[config.mk]
export PLATFORM = sky130hd
export DESIGN_NAME = spi_irq_ctrl
export DESIGN_NICKNAME = d
export VERILOG_FILES = /design/src/rtl/spi_irq_pkg.sv /design/src/rtl/spi_irq_cause.sv /design/src/rtl/spi_irq_latch.sv /design/src/rtl/spi_irq_gate.sv /design/src/rtl/spi_irq_ctrl.sv
export SDC_FILE = /design/constraint.sdc
export NUM_CORES = 1
export LEC_CHECK = 0
export BUFFER_PORTS_ARGS = -buffer_cell sky130_fd_sc_hd__buf_2
export CELL_PAD_IN_SITES_DETAIL_PLACEMENT = 2
export CELL_PAD_IN_SITES_GLOBAL_PLACEMENT = 2
export CORE_AREA = 3 3 40 42
export DETAILED_ROUTE_END_ITERATION = 6
export DIE_AREA = 0 0 43 45
export PLACE_DENSITY = 0.62
export REMOVE_ABC_BUFFERS = 1
export SYNTH_ARGS = -nofsm -noshare
export SYNTH_HDL_FRONTEND = slang
export SYNTH_SLANG_ARGS = --single-unit
[constraint.sdc]
create_clock -name clk -period 1.6 [get_ports clk]
set_input_delay 0.24 -clock clk [delete_from_list [all_inputs] [get_ports clk]]
set_output_delay 0.24 -clock clk [all_outputs]
set_load 0.02 [all_outputs]
[src/rtl/spi_irq_pkg.sv]
package spi_irq_pkg;

    localparam int NUM_LINES = 2;
    localparam int LINE_HI   = 0;
    localparam int LINE_LO   = 1;

    typedef struct packed {
        logic dma_en;
        logic xfer_ie;
        logic err_ie;
        logic tx_init;
    } irq_cfg_t;

    typedef struct packed {
        logic dma_done;
        logic chain_done;
        logic mm_err;
        logic tx_underflow;
        logic rx_overflow;
        logic rx_not_empty;
        logic tx_not_full;
    } irq_src_t;

    function automatic logic dma_err_hit(irq_cfg_t c, irq_src_t s);
        return s.mm_err
            | (s.tx_underflow &  c.tx_init)
            | (s.rx_overflow  & ~c.tx_init);
    endfunction

endpackage

[src/rtl/spi_irq_cause.sv]
module spi_irq_cause
    import spi_irq_pkg::*;
(
    input  irq_cfg_t cfg,
    input  irq_src_t src,
    output logic     cause
);
    logic xfer_hit;
    logic err_hit;
    logic core_hit;

    always_comb begin
        xfer_hit = cfg.dma_en & cfg.xfer_ie & (src.dma_done | src.chain_done);
        err_hit  = cfg.dma_en & cfg.err_ie  & dma_err_hit(cfg, src);
        core_hit = ~cfg.dma_en & (src.rx_not_empty | src.tx_not_full);
        cause    = xfer_hit | err_hit | core_hit;
    end
endmodule

[src/rtl/spi_irq_latch.sv]
module spi_irq_latch #(
    parameter int LINES = 2
) (
    input  logic             clk,
    input  logic             rst,
    input  logic             cause,
    input  logic             clr,
    output logic [LINES-1:0] pend
);
    for (genvar i = 0; i < LINES; i++) begin : g_line
        always_ff @(posedge clk) begin
            if (rst)
                pend[i] <= 1'b0;
            else if (cause)
                pend[i] <= 1'b1;
            else if (clr)
                pend[i] <= 1'b0;
        end
    end
endmodule

[src/rtl/spi_irq_gate.sv]
module spi_irq_gate #(
    parameter int LINES = 2
) (
    input  logic [LINES-1:0] pend,
    input  logic [LINES-1:0] mask,
    input  logic             glb_en,
    output logic [LINES-1:0] req
);
    always_comb req = pend & mask & {LINES{glb_en}};
endmodule

[src/rtl/spi_irq_ctrl.sv]
module spi_irq_ctrl
    import spi_irq_pkg::*;
(
    input  logic clk,
    input  logic rst,
    input  logic cfg_dma_en,
    input  logic cfg_xfer_ie,
    input  logic cfg_err_ie,
    input  logic cfg_tx_init,
    input  logic dma_done,
    input  logic chain_done,
    input  logic mm_err,
    input  logic tx_underflow,
    input  logic rx_overflow,
    input  logic rx_not_empty,
    input  logic tx_not_full,
    input  logic mask_hi,
    input  logic mask_lo,
    input  logic glb_en,
    input  logic irq_clr,
    output logic irq_hi,
    output logic irq_lo
);
    irq_cfg_t               cfg;
    irq_src_t               src;
    logic                   cause;
    logic [NUM_LINES-1:0]   pend;
    logic [NUM_LINES-1:0]   mask;
    logic [NUM_LINES-1:0]   req;

    always_comb begin
        cfg = '{dma_en: cfg_dma_en, xfer_ie: cfg_xfer_ie,
                err_ie: cfg_err_ie, tx_init: cfg_tx_init};
        src = '{dma_done: dma_done, chain_done: chain_done, mm_err: mm_err,
                tx_underflow: tx_underflow, rx_overflow: rx_overflow,
                rx_not_empty: rx_not_empty, tx_not_full: tx_not_full};
        mask[LINE_HI] = mask_hi;
        mask[LINE_LO] = mask_lo;
    end

    spi_irq_cause u_cause (
        .cfg   (cfg),
        .src   (src),
        .cause (cause)
    );

    spi_irq_latch #(.LINES(NUM_LINES)) u_latch (
        .clk   (clk),
        .rst   (rst),
        .cause (cause),
        .clr   (irq_clr),
        .pend  (pend)
    );

    spi_irq_gate #(.LINES(NUM_LINES)) u_gate (
        .pend   (pend),
        .mask   (mask),
        .glb_en (glb_en),
        .req    (req)
    );

    assign irq_hi = req[LINE_HI];
    assign irq_lo = req[LINE_LO];
endmodule

==> metrics.md, run 1 <==
| Metric | Value |
|---|---|
| Status | finished, final reports clean |
| Final setup margin | 584 ps |
| Maximum vdd drop | 0.114 mV |
| Die area | 0.00194 mm^2 |
| Worst Hold Class | primary input to register |
| Total routed wirelength | 493 um |
| Yosys cell types | 8 |
| All-Layer GR Usage | 0.0539 |
| Yosys reg bits | 1 |
| CP arrival | 870 ps |
| CP max FO | 1 |
| Biggest register | u_latch.pend |
| Clock Pin Slew Worst Setup and Hold Paths | 0 ps |
| Max cap viols | 0 |
| Number of global-route vias before repair | 187 |
| Startpoint Class | primary input |
| Reg2Reg Depth | 2 |
| Slew headroom | 0.896 |
| Post-CTS setup buffers | 0 |
| Critical path type | primary input to register |
| Area growth, synth to finish | 121% |
| Total power | 66.3 uW |
| Post-Syn Area | 90.1 um^2 |
| Initial Util | 0.0701 |
| Later-pin clock latency in the skew report | 0 ps |
| First-pass GRT wire length | 814 um |
| Final #Nets | 46 |
| Mean Syn Cell Area | 10.0 um^2 |
| Warnings from Yosys | 0 |
| Vias | 157 |
| Hold depth | 2 |
| DRC | 0 |
| Initial antenna violation count | 0 |
| Largest net degree at the start of global routing | 4 |
| Leading post-synthesis cells by cell area | dfxtp_1 (22%), mux2_4 (17%), and3_1 (14%) |
| Final Hold Fails | 0 |
| Final worst path period need | 1020 ps |
| Pre-CTS setup slack | 561 ps |
| Cell taking the most area after synthesis | dfxtp_1 |
| Slew Viols, Final | 0 |
| Skew final | 0 ps |
| Yosys top cell area share | 0.222 |
| Max reg flops | 1 |
| Share of layout cells above drive strength 1 | 0.741 |
| Number of I/O port buffers | 18 |
| Die Wd | 43 um |
| Core Area | 0.00128 mm^2 |
| Worst EP required | 1460 ps |
| Max Clock Freq | 984 MHz |
| Actual slew at the worst max-slew pin | 154 ps |
| Largest regs | u_latch.pend x1 |
| Min Hold Slack | 405 ps |
| Post-CTS Resized | 0 |
| Top-level port count | 19 |
| Row count | 13 |
| RSZ-0062 raised after global routing | no |
| Most frequent cells in the layout | buf_2 (18), and3_1 (2) |
| Final Wtd Congestion | 0.677 |
| Die Span Y | 45 um |
| Initial drt markers | 0 |
| Pre-antenna DRT Iters | 1 |
| Final Setup Violations | 0 |
| Ant diodes | 0 |
| Global route overflow | 0 |
| Fin util | 0.155 |
| Post-route clock period utilization | 0.635 |
| Lkg Pwr | 0.000112 uW |
| Vias/cell | 3.74 |
| Pwr dens | 333 mW/mm^2 |
| Final ANT Viol Nets | 0 |
| Hold buffer count at cts | 0 |
| Most common cell after layout, fill and taps aside | buf_2 |
| Sequential share of the synthesized area | 0.222 |
| WL/cell | 11.7 um |
| CP Capture Type | register |
| Mapped Cells | 9 |
| Final setup TNS | 0 ps |
## report_power, final
part           leakage (uW)  total (uW)  switching [uW]  internal [uW]
combinational      0.000103        37.1            14.1           23.0
sequential       0.00000839        29.2            1.45           27.8
clock                     0           0               0              0
## cell usage after synthesis
master,instances
and3_1,2
a41oi_1,1
dfxtp_1,1
mux2_4,1
nand2b_1,1
o211ai_1,1
o211ai_2,1
o21bai_1,1
## area by class of cell
| type | instances | area (um^2) |
|---|---|---|
| fillers | 166 | 1090 |
| flip-flops and latches | 1 | 20.0 |
| multi-input cells | 8 | 70.1 |
| repair buffers | 18 | 90.1 |
| well taps | 15 | 18.8 |
## logic make-up after synthesis
family | synth area share
AOI/OAI and AO/OA | 0.403
DFF | 0.222
muxes | 0.167
and+or+nand+nor | 0.208
## metrics by stage
stage,cell area (um^2),std cells
2_1_floorplan,90.1,9
3_3_place_gp,199,42
3_5_place_dp,199,42
4_1_cts,199,42
5_1_grt,199,42
6_report,199,42
## worst max-delay path, cell delays in order
cell	delay, ps
buf_2	110
mux2_4	290
o211ai_2	130
a41oi_1	110
## metal layers
layer	GRT usage	share of wire
met1	0.0692	0.42
met2	0.0988	0.43
met3	0.0120	0.15
met4	0	0
met5	0	0
## path summary, 6_finish.rpt
kind	start	endpoint	slack, ps
max	cfg_tx_init	u_latch.pend[1]	580
min	rst	u_latch.pend[1]	400
max reg2reg	u_latch.pend[1]	u_latch.pend[1]	940
min reg2reg	u_latch.pend[1]	u_latch.pend[1]	530
Power figures use the tool's default switching activity.
==> run 2: changes to the inputs <==
--- a/config.mk
+++ b/config.mk
@@ -11,7 +11,7 @@
 export CORE_AREA = 3 3 40 42
 export DETAILED_ROUTE_END_ITERATION = 6
 export DIE_AREA = 0 0 43 45
-export PLACE_DENSITY = 0.62
+export PLACE_DENSITY = 0.64
 export REMOVE_ABC_BUFFERS = 1
 export SYNTH_ARGS = -nofsm -noshare
 export SYNTH_HDL_FRONTEND = slang
==> constraint.sdc (replaced) <==
create_clock -name clk -period 0.82 [get_ports clk]
set_input_delay 0.123 -clock clk [delete_from_list [all_inputs] [get_ports clk]]
set_output_delay 0.123 -clock clk [all_outputs]
set_load 0.02 [all_outputs]
==> metrics.md, run 2 (synthesis gave the netlist of run 1 again) <==
| Metric | Value |
|---|---|
| Total routed wirelength | 465 um |
| Die area | 0.00194 mm^2 |
| CP max FO | 1 |
| Pre-CTS setup slack | -103 ps |
| Slew headroom | 0.883 |
| Initial antenna violation count | 0 |
| DRC | 0 |
| Vias | 155 |
| Final #Nets | 46 |
| Skew final | 0 ps |
| Slew Viols, Final | 0 |
| Global route overflow | 0 |
| Initial drt markers | 0 |
| Share of layout cells above drive strength 1 | 0.741 |
| Pwr dens | 649 mW/mm^2 |
| First-pass GRT wire length | 786 um |
| Critical path type | primary input to register |
| Maximum vdd drop | 0.192 mV |
| CP arrival | 760 ps |
| Final Hold Fails | 0 |
| Largest net degree at the start of global routing | 4 |
| Number of global-route vias before repair | 182 |
| Max reg flops | 1 |
| Post-CTS setup buffers | 0 |
| Later-pin clock latency in the skew report | 0 ps |
| RSZ-0062 raised after global routing | yes |
| Core Area | 0.00128 mm^2 |
| Worst EP required | 680 ps |
| Die Span Y | 45 um |
| Status | finished, violations left |
| Actual slew at the worst max-slew pin | 175 ps |
| Vias/cell | 3.69 |
| Fin util | 0.155 |
| Ant diodes | 0 |
| Final worst path period need | 902 ps |
| WL/cell | 11.1 um |
| Biggest register | u_latch.pend |
| Failing checks | setup timing |
| Pre-antenna DRT Iters | 1 |
| Max Clock Freq | 1110 MHz |
| Largest regs | u_latch.pend x1 |
| Max cap viols | 0 |
| CP Capture Type | register |
| Clock Pin Slew Worst Setup and Hold Paths | 0 ps |
| Final setup TNS | -82.1 ps |
| Area growth, synth to finish | 121% |
| Final setup margin | -82.1 ps |
| Startpoint Class | primary input |
| Row count | 13 |
| Total power | 129 uW |
| Final Setup Violations | 1 |
| Die Wd | 43 um |
| Final ANT Viol Nets | 0 |
| Final Wtd Congestion | 0.608 |
| All-Layer GR Usage | 0.0498 |
| Number of I/O port buffers | 18 |
| Most common cell after layout, fill and taps aside | buf_2 |
| FILL cells | 157 |
| Initial Util | 0.0701 |
| Post-route clock period utilization | 1.10 |
| Top-level port count | 19 |
| Lkg Pwr | 0.000112 uW |
| Worst Hold Class | primary input to register |
| Hold buffer count at cts | 0 |
| Most frequent cells in the layout | buf_2 (18), and3_1 (2) |
==> run 2: repair_timing <==
action                                  4_1_cts  5_1_grt
endpoints found under the setup margin        1        1
resized for setup                             0        0
pin swaps                                     0        0
==> run 2: worst paths after layout <==
| path | from | to | slack (ps) | cells past startpoint |
|---|---|---|---|---|
| worst max-delay path | cfg_tx_init | u_latch.pend[1] | -80 | 4 |
| worst min register to register | u_latch.pend[1] | u_latch.pend[1] | 530 | 2 |
| worst max register to register | u_latch.pend[1] | u_latch.pend[1] | 170 | 2 |
| worst min-delay path | rst | u_latch.pend[1] | 290 | 2 |
==> run 2: power breakdown <==
| group | total [uW] | internal (uW) | switching [uW] |
|---|---|---|---|
| Combinational | 72.0 | 44.8 | 27.2 |
| Sequential | 57.1 | 54.2 | 2.99 |
| Clock | 0 | 0 | 0 |
| Total | 129 | 99.0 | 30.2 |
==> run 2: cell type report <==
| class | count | area, um^2 | share of cell area |
|---|---|---|---|
| Sequential cell | 1 | 20.0 | 0.101 |
| Multi-Input combinational cell | 8 | 70.1 | 0.352 |
| Timing Repair Buffer | 18 | 90.1 | 0.453 |
| Tap cell | 15 | 18.8 | 0.0943 |
==> run 2: critical path, cell delays in order <==
cell and delay [ps]:
buf_2 100, mux2_4 290, o211ai_2 140, a41oi_1 110
==> run 2: metal layers <==
metal	wire length, um	global-route usage
met1	211	0.0668
met2	160	0.0838
met3	94	0.0159
met4	0	0
met5	0	0
==> run 2: per-stage QoR <==
step	cells	hold slack [ps]	instance area, um^2
2_1_floorplan	9	195	90.1
3_3_place_gp	42	291	199
3_5_place_dp	42	292	199
4_1_cts	42	292	199
5_1_grt	42	304	199
6_report	42	287	199
==> run 3: changes to the inputs <==
--- a/config.mk
+++ b/config.mk
@@ -5,13 +5,15 @@
 export SDC_FILE = /design/constraint.sdc
 export NUM_CORES = 1
 export LEC_CHECK = 0
+export ABC_AREA = 1
 export BUFFER_PORTS_ARGS = -buffer_cell sky130_fd_sc_hd__buf_2
 export CELL_PAD_IN_SITES_DETAIL_PLACEMENT = 2
 export CELL_PAD_IN_SITES_GLOBAL_PLACEMENT = 2
-export CORE_AREA = 3 3 40 42
+export CORE_MARGIN = 3
+export CORE_UTILIZATION = 10
+export CTS_BUF_LIST = sky130_fd_sc_hd__clkbuf_16
 export DETAILED_ROUTE_END_ITERATION = 6
-export DIE_AREA = 0 0 43 45
-export PLACE_DENSITY = 0.64
+export PLACE_DENSITY = 0.8
 export REMOVE_ABC_BUFFERS = 1
 export SYNTH_ARGS = -nofsm -noshare
 export SYNTH_HDL_FRONTEND = slang
==> constraint.sdc (replaced) <==
create_clock -name clk -period 0.8 [get_ports clk]
set_input_delay 0.12 -clock clk [delete_from_list [all_inputs] [get_ports clk]]
set_output_delay 0.12 -clock clk [all_outputs]
set_load 0.02 [all_outputs]
==> metrics.md, run 3 <==
| Metric | Value |
|---|---|
| Hold buffer count at cts | 0 |
| Core Area | 0.00116 mm^2 |
| Initial antenna violation count | 0 |
| Final worst path period need | 748 ps |
| Buf+Inv Stages, Crit Path | 1 |
| First-pass GRT wire length | 800 um |
| Slew headroom | 0.922 |
| Die Span Y | 42.1 um |
| Post-Syn Area | 130 um^2 |
| Number of I/O port buffers | 18 |
| Die area | 0.00177 mm^2 |
| HPWL Detailed | 454 um |
| Min Hold Slack | 281 ps |
| WL/cell | 7.66 um |
| Mean Syn Cell Area | 4.82 um^2 |
| Psw | 46.4 uW |
| DRC | 0 |
| Lkg Pwr | 0.000167 uW |
| CP arrival | 630 ps |
| Post-CTS setup buffers | 0 |
| Warnings from Yosys | 0 |
| Total routed wirelength | 452 um |
| Worst Hold Class | primary input to register |
| Vias | 213 |
| Largest regs | u_latch.pend x1 |
| Die Wd | 42.1 um |
| Sw Ratio | 0.310 |
| Share of layout cells above drive strength 1 | 0.511 |
| Largest net degree at the start of global routing | 4 |
| Max cap viols | 0 |
| Met1 Use GR | 0.0602 |
| Later-pin clock latency in the skew report | 0 ps |
| Number of global-route vias before repair | 205 |
| Sequential power share | 0.391 |
| Int Power | 103 uW |
| Slew Viols, Final | 0 |
| Actual slew at the worst max-slew pin | 117 ps |
| Critical path type | register to output port |
| Row count | 12 |
| Synth cell count leaders | inv_1 (8), nand2_1 (8), nor2_1 (6) |
| CP max FO | 3 |
| Status | finished, final reports clean |
| Area growth, synth to finish | 84.6% |
| Post-Layout Cell Count | 59 |
| Final Setup Violations | 0 |
| Cell taking the most area after synthesis | inv_1 |
| Initial Util | 0.113 |
| CP Capture Type | output port |
| EDFF count, synth | 0 |
| Met2 Use GR | 0.105 |
| Synth async-reset ratio | 0 |
| FILL cells | 155 |
| CP max stage cell | dfxtp_1 |
| Max reg flops | 1 |
| Yosys top cell area share | 0.231 |
| Post-route clock period utilization | 0.935 |
| All-Layer GR Usage | 0.0532 |
| Maximum vdd drop | 0.204 mV |
| CP Cell Sequence | nand2_1 -> nor2_1 -> buf_2 |
| Most frequent cells in the layout | buf_2 (18), nand2_1 (8), inv_1 (6), nor2_1 (5) |
| Max Clock Freq | 1340 MHz |
| Yosys reg bits | 1 |
| Most common cell after layout, fill and taps aside | buf_2 |
| Sequential share of the synthesized area | 0.154 |
| Final ANT Viol Nets | 0 |
| Main synth FF type | dfxtp_1 |
| Top-level port count | 19 |
| Ant diodes | 0 |
| Grt peak-use layer | met2 |
| Final Wtd Congestion | 0.560 |
| Worst EP required | 680 ps |
| Vias/cell | 3.61 |
| Skew final | 0 ps |
| Met3 GRT Util | 0.0129 |
| Logic pwr share | 0.609 |
| Reg-to-reg slack, setup | 120 ps |
| Pre-antenna DRT Iters | 1 |
| Largest stage delay, worst path | 320 ps |
| Clock Pin Slew Worst Setup and Hold Paths | 0 ps |
| CP delay by family, top | flip-flops |
| Final #Nets | 64 |
| Biggest register | u_latch.pend |
| Startpoint Class | register |
| Leading post-synthesis cells by cell area | inv_1 (23%), nand2_1 (23%), nor2_1 (17%) |
| Pwr dens | 622 mW/mm^2 |
| DP Cell Count | 59 |
| Total power | 149 uW |
| Initial drt markers | 0 |
| Mapped Cells | 27 |
| Global route overflow | 0 |
| Clock power frac | 0 |
| Yosys cell types | 8 |
| Final Hold Fails | 0 |
run 3: power by group through the flow:
stage	combinational (uW)	sequential [uW]	clock [uW]
floorplan	41.8	57.9	0
global placement	88.3	58.5	0
detailed placement	91.1	58.5	0
CTS	91.5	58.5	0
global route	105	59.0	0
finish	91.0	58.4	0
run 3: cells by family after synthesis:
kind of cell	synth area share
DFF	0.154
and+or+nand+nor	0.577
buffers and inverters	0.231
AOI/OAI and AO/OA	0.0384
run 3: through the flow:
step / area [um^2] / util / setup slack (ps) / setup TNS, ps
after floorplan: 130 / - / 29.1 / 0
after global placement: 238 / 0.206 / 59.1 / 0
after detailed placement: 238 / 0.206 / 43.2 / 0
after CTS: 238 / 0.206 / 43.2 / 0
after global routing: 240 / 0.208 / -3.95 / -3.95
final: 240 / 0.208 / 52.4 / 0
run 3: path summary, 6_finish.rpt:
| kind | endpoint | cells after the start | from |
|---|---|---|---|
| worst max-delay path | irq_lo | 3 | u_latch.pend[1] |
| worst min-delay path | u_latch.pend[1] | 2 | rst |
| worst max register to register | u_latch.pend[1] | 4 | u_latch.pend[1] |
| worst min register to register | u_latch.pend[1] | 4 | u_latch.pend[1] |
run 3: layer usage:
layer / vias to the layer above / wire length (um) / share of wire
li1: 111 / - / -
met1: 92 / 149 / 0.33
met2: 10 / 248 / 0.55
met3: 0 / 53 / 0.12
met4: 0 / 0 / 0
met5: - / 0 / 0
run 3: final cells by class:
cell class              instances  area [um^2]  area share
multi-input cells              18         82.6       0.344
repair buffers                 18         90.1       0.375
flip-flops and latches          1         20.0      0.0833
inverters                       8         30.0       0.125
well taps                      14         17.5      0.0729
run 3: timing repair:
action	CTS	global route
endpoints found under the hold margin	0	0
gates resized for setup	0	3
endpoints found under the setup margin	0	1
run 3: worst register-to-register path, delay by kind of cell (launching register included):
| kind | cells | cell delay [ps] |
|---|---|---|
| flip-flops | 1 | 300 |
| AND/OR/NAND/NOR | 4 | 270 |
